`config.mk`:
```
export PLATFORM = sky130hd
export DESIGN_NAME = cyc_arbiter
export DESIGN_NICKNAME = d
export VERILOG_FILES = /design/src/rtl/cyc_arb_pkg.sv /design/src/rtl/cyc_halt_ctl.sv /design/src/rtl/cyc_next_phase.sv /design/src/rtl/cyc_phase_decode.sv /design/src/rtl/cyc_arbiter.sv
export SDC_FILE = /design/constraint.sdc
export NUM_CORES = 1
export LEC_CHECK = 0
export BUFFER_PORTS_ARGS = -buffer_cell sky130_fd_sc_hd__buf_2
export CAP_MARGIN = 0
export CORE_AREA = 2 2 39 41
export CTS_CLUSTER_SIZE = 14
export DETAILED_ROUTE_END_ITERATION = 10
export DIE_AREA = 0 0 41 43
export PLACE_DENSITY = 0.47
export SYNTH_ARGS = -nofsm -noshare
export SYNTH_HDL_FRONTEND = slang
export SYNTH_SLANG_ARGS = --single-unit
```
`constraint.sdc`:
```
create_clock -name clk -period 4.9 [get_ports clk]
set_input_delay 0.98 -clock clk [delete_from_list [all_inputs] [get_ports clk]]
set_output_delay 0.98 -clock clk [all_outputs]
set_load 0.005 [all_outputs]
```
`src/rtl/cyc_arb_pkg.sv`:
```
`timescale 1ns/1ps
package cyc_arb_pkg;
    localparam int PH_W = 2;

    typedef enum logic [PH_W-1:0] {
        PH_HALT  = 2'b00,
        PH_FETCH = 2'b01,
        PH_EXEC  = 2'b10,
        PH_INTR  = 2'b11
    } phase_e;
endpackage

```
`src/rtl/cyc_halt_ctl.sv`:
```
`timescale 1ns/1ps
module cyc_halt_ctl #(
    parameter bit HALT_AT_RESET = 1'b1
) (
    input  logic clk,
    input  logic rst_n,
    input  logic btn_halt,
    input  logic btn_run,
    input  logic btn_step,
    input  logic exec_end,
    output logic halt_eff
);
    logic halt_q;
    logic step_armed;

    // Halt beats step, step beats run; an armed step re-sets the flag at execute end.
    always_ff @(posedge clk or negedge rst_n) begin
        if (!rst_n) begin
            halt_q     <= HALT_AT_RESET;
            step_armed <= 1'b0;
        end else if (btn_halt) begin
            halt_q     <= 1'b1;
            step_armed <= 1'b0;
        end else if (btn_step) begin
            halt_q     <= 1'b0;
            step_armed <= 1'b1;
        end else if (btn_run) begin
            halt_q     <= 1'b0;
            step_armed <= 1'b0;
        end else if (exec_end && step_armed) begin
            halt_q     <= 1'b1;
            step_armed <= 1'b0;
        end
    end

    // An armed step already counts as halt for the end-of-execute decision.
    assign halt_eff = halt_q | step_armed;
endmodule

```
`src/rtl/cyc_next_phase.sv`:
```
`timescale 1ns/1ps
module cyc_next_phase
    import cyc_arb_pkg::*;
(
    input  phase_e cur,
    input  logic   go_n,
    input  logic   fetch_done_n,
    input  logic   exec_done_n,
    input  logic   intr_done_n,
    input  logic   halt_eff,
    input  logic   irq_n,
    output logic   advance,
    output phase_e nxt
);
    always_comb begin
        advance = 1'b0;
        nxt     = cur;
        unique case (cur)
            PH_HALT: begin
                advance = !go_n;
                nxt     = PH_FETCH;
            end
            PH_FETCH: begin
                advance = !fetch_done_n;
                nxt     = PH_EXEC;
            end
            PH_EXEC: begin
                advance = !exec_done_n;
                if (halt_eff)
                    nxt = PH_HALT;
                else if (!irq_n)
                    nxt = PH_INTR;
                else
                    nxt = PH_FETCH;
            end
            PH_INTR: begin
                advance = !intr_done_n;
                nxt     = PH_FETCH;
            end
        endcase
    end
endmodule

```
`src/rtl/cyc_phase_decode.sv`:
```
`timescale 1ns/1ps
module cyc_phase_decode
    import cyc_arb_pkg::*;
(
    input  phase_e cur,
    output logic   is_halted,
    output logic   fetch_en,
    output logic   exec_en,
    output logic   intr_en
);
    always_comb begin
        is_halted = 1'b0;
        fetch_en  = 1'b0;
        exec_en   = 1'b0;
        intr_en   = 1'b0;
        unique case (cur)
            PH_HALT:  is_halted = 1'b1;
            PH_FETCH: fetch_en  = 1'b1;
            PH_EXEC:  exec_en   = 1'b1;
            PH_INTR:  intr_en   = 1'b1;
        endcase
    end
endmodule

```
`src/rtl/cyc_arbiter.sv`:
```
`timescale 1ns/1ps
module cyc_arbiter
    import cyc_arb_pkg::*;
#(
    parameter bit HALT_AT_RESET = 1'b1
) (
    input  logic            clk,
    input  logic            rst_n,
    input  logic            go_n,
    input  logic            fetch_done_n,
    input  logic            exec_done_n,
    input  logic            intr_done_n,
    input  logic            irq_n,
    input  logic            btn_halt,
    input  logic            btn_run,
    input  logic            btn_step,
    output logic [PH_W-1:0] phase,
    output logic            is_halted,
    output logic            fetch_en,
    output logic            exec_en,
    output logic            intr_en
);
    phase_e cur_q;
    phase_e nxt;
    logic   advance;
    logic   halt_eff;
    logic   exec_end;

    assign exec_end = (cur_q == PH_EXEC) && !exec_done_n;

    cyc_halt_ctl #(.HALT_AT_RESET(HALT_AT_RESET)) u_halt (
        .clk      (clk),
        .rst_n    (rst_n),
        .btn_halt (btn_halt),
        .btn_run  (btn_run),
        .btn_step (btn_step),
        .exec_end (exec_end),
        .halt_eff (halt_eff)
    );

    cyc_next_phase u_next (
        .cur          (cur_q),
        .go_n         (go_n),
        .fetch_done_n (fetch_done_n),
        .exec_done_n  (exec_done_n),
        .intr_done_n  (intr_done_n),
        .halt_eff     (halt_eff),
        .irq_n        (irq_n),
        .advance      (advance),
        .nxt          (nxt)
    );

    // State register: a matching strobe acts as the clock enable.
    always_ff @(posedge clk or negedge rst_n) begin
        if (!rst_n)
            cur_q <= PH_HALT;
        else if (advance)
            cur_q <= nxt;
    end

    cyc_phase_decode u_dec (
        .cur       (cur_q),
        .is_halted (is_halted),
        .fetch_en  (fetch_en),
        .exec_en   (exec_en),
        .intr_en   (intr_en)
    );

    assign phase = cur_q;
endmodule

```
==> metrics.csv <==
metric;value;unit
Pins Over Slew Limit;0;
Levels on crit path;3;
Final GP Congestion;0.6747;
total grt overflow;0;
CP Cell Sequence;inv_1 -> ha_1 -> buf_2;
DRT antenna net count;0;
P_int;0.1565;mW
Syn Std Cell Area;301.5;µm²
Pwr per Cell Area;572.3;nW/µm²
area grow syn2layout;40.25;%
Max Fclk;477.8;MHz
Final period util;42.71;%
RSZ-0062 raised after global routing;false;
slew margin rel.;79.05;%
hold_buf cts;0;
most frequent cell after synthesis;ha_1;
fin crit period;2093;ps
CTS tree;done;
Slew @ Worst Pin;313.1;ps
Die Width;41;µm
Post-synth top cells;ha_1, dfrtp_1, inv_1;
post-synthesis sequential area ratio;33.61;%
Initial Util;21.79;%
Net Sw Power;0.08549;mW
CP required;3920;ps
first-pass GRT wire length;1048;µm
post-DP HPWL;507.3;µm
largest net degree at the start of global routing;6;
Post-Route WL;573;µm
antenna diode count;0;
Worst path slowest cell;dfrtp_1;
logic gate share of total power;59.1;%
via count;252;
die height;43;µm
Syn Nets;40;
# H-tree levels;1;
dpl ws;2916;ps
DRC;0;
Max Root-Sink Buffers;2;
Max IR drop VDD;173.1;µV
DRT iter0 DRCs;0;
power share of the clock group;18.4;%
Top delay family on crit path;flip-flops;
Ports;16;
CORE AREA;1384;µm²
crit path capture type;output port;
Fin Setup TNS;0;ps
Worst setup SP type;flip-flop;
Final Skew;6.418;ps
drt pass-1 iters;1;
Warnings, synthesis;0;
row count;14;
Synth async-reset ratio;100.0;%
Worst-path clk slew;40;ps
crit path kind;flip-flop to output port;
final hold violations;0;
Main synth FF type;dfrtp_1;
Global Route Usage Sum;9.265;%
nets@finish;60;
Leak;0.2202;nW
root buf cell;clkbuf_4;
max_cap viols;0;
Synth area leader;dfrtp_1;
initial antenna violation count;0;
CP max stage delay;410;ps
Max FO, Critical Path;5;
Min-Delay Path Class;input pin to asynchronous set/reset pin;
# port buffers;15;
Filler cells;163;
Mapped Cells;26;
# setup viols final;0;
CTS Sinks;4;
Critical Path AT;1110;ps
syn_area_per_cell;11.60;µm²
register share of total power;22.5;%
Cell variety after synth;16;
Die ar.;1763;µm²
Sw Ratio;35.32;%
number of synthesized flops with an enable pin;0;
top-area cell type share of the netlist area;24.90;%
Vias/cell;4.131;
vias in the first global route;279;
share of layout cells above drive strength 1;48.89;%
post-DR wirelength/cell;9.393;µm
Area contributors post-synth;dfrtp_1, ha_1, o41ai_4;
Post-CTS Setup Bufs;0;
cts bufs inserted;3;
worst path bufs/invs;2;
status;finished, final reports clean;
smallest setup slack after layout;2807;ps
post-cts sizing count;0;
Clk Latency, worst-skew pair;240;ps
R2R depth;5;
Synth Register Bits;4;
[layout make-up]
cell class,count,area [µm²],area share [%]
Clock buffer,4,26.28,6.213
Multi-Input combinational cell,19,188.9,44.67
Inverter,3,11.26,2.663
Sequential cell,4,101.3,23.96
Tap cell,16,20.02,4.734
Timing Repair Buffer,15,75.07,17.75
[worst paths after layout]
kind	startpoint	end	slack, ps
worst max-delay path	phase[0]	is_halted	2810
worst max register to register	phase[0]	phase[0]	3180
worst min-delay path	rst_n	phase[1]	540
min in group clk	u_halt.halt_q	u_halt.halt_q	580
max in group asynchronous	rst_n	u_halt.halt_q	4150
worst min register to register	u_halt.halt_q	u_halt.halt_q	580
[power groups by stage]
| stage | clock [mW] | sequential (mW) | combinational, mW |
|---|---|---|---|
| 2_1_floorplan | 0 | 0.0548 | 0.106 |
| 3_3_place_gp | 0 | 0.0551 | 0.148 |
| 3_5_place_dp | 0 | 0.0552 | 0.148 |
| 4_1_cts | 0.0475 | 0.0549 | 0.147 |
| 5_1_grt | 0.0501 | 0.0570 | 0.164 |
| 6_report | 0.0446 | 0.0544 | 0.143 |
[state kept, by name, indices dropped and copies added (netlist names)]
name               flops
phase                  2
u_halt.step_armed      1
u_halt.halt_q          1
[cell usage in the layout (no fill, tap or decap), types with 2 or more instances in the layout]
| cell type | netlist | layout |
|---|---|---|
| dfrtp_1 | 3 | 3 |
| inv_1 | 3 | 3 |
| nor2b_1 | 2 | 2 |
| buf_2 | 0 | 15 |
| a21oi_1 | 2 | 2 |
| ha_1 | 4 | 4 |
| clkbuf_4 | 0 | 3 |
| mux2i_1 | 2 | 2 |
[cell families (layout without fill, tap and decap cells)]
kind of cell	Yosys count	after routing	share of synthesized area (%)
flip-flops	4	4	33.61
multiplexers	3	3	11.62
buffers and inverters	3	22	3.734
adder cells (fa/ha/maj)	4	4	16.60
AND/OR/NAND/NOR	7	7	17.01
AO/OA/AOI/OAI	5	5	17.43
[metrics by stage]
stage               utilization (%)  std cells  power [mW]  instance area [µm²]  hold WS, ps
finish                        30.56         61      0.2420                422.9        541.1
floorplan                         -         26      0.1605                301.5        527.6
global placement              28.66         57      0.2036                396.6        570.1
CTS                           30.56         61      0.2499                422.9        531.6
global route                  30.56         61      0.2708                422.9        528.9
detailed placement            28.66         57      0.2029                396.6        576.7
[worst register-to-register path, cell delays in order, from the launching register on]
cell and delay [ps]:
dfrtp_1 400, inv_1 80, ha_1 250, nor2b_4 160, o41ai_4 380, mux2_4 330
[metal layers]
metal  vias up  track usage [%]  wire length [µm]
li1        128                -                 -
met1       113            10.39               251
met2        11            13.13               264
met3         0            1.571                56
met4         0            10.00                 0
met5         -                0                 0
No activity file was read; power rests on OpenSTA's default activity.
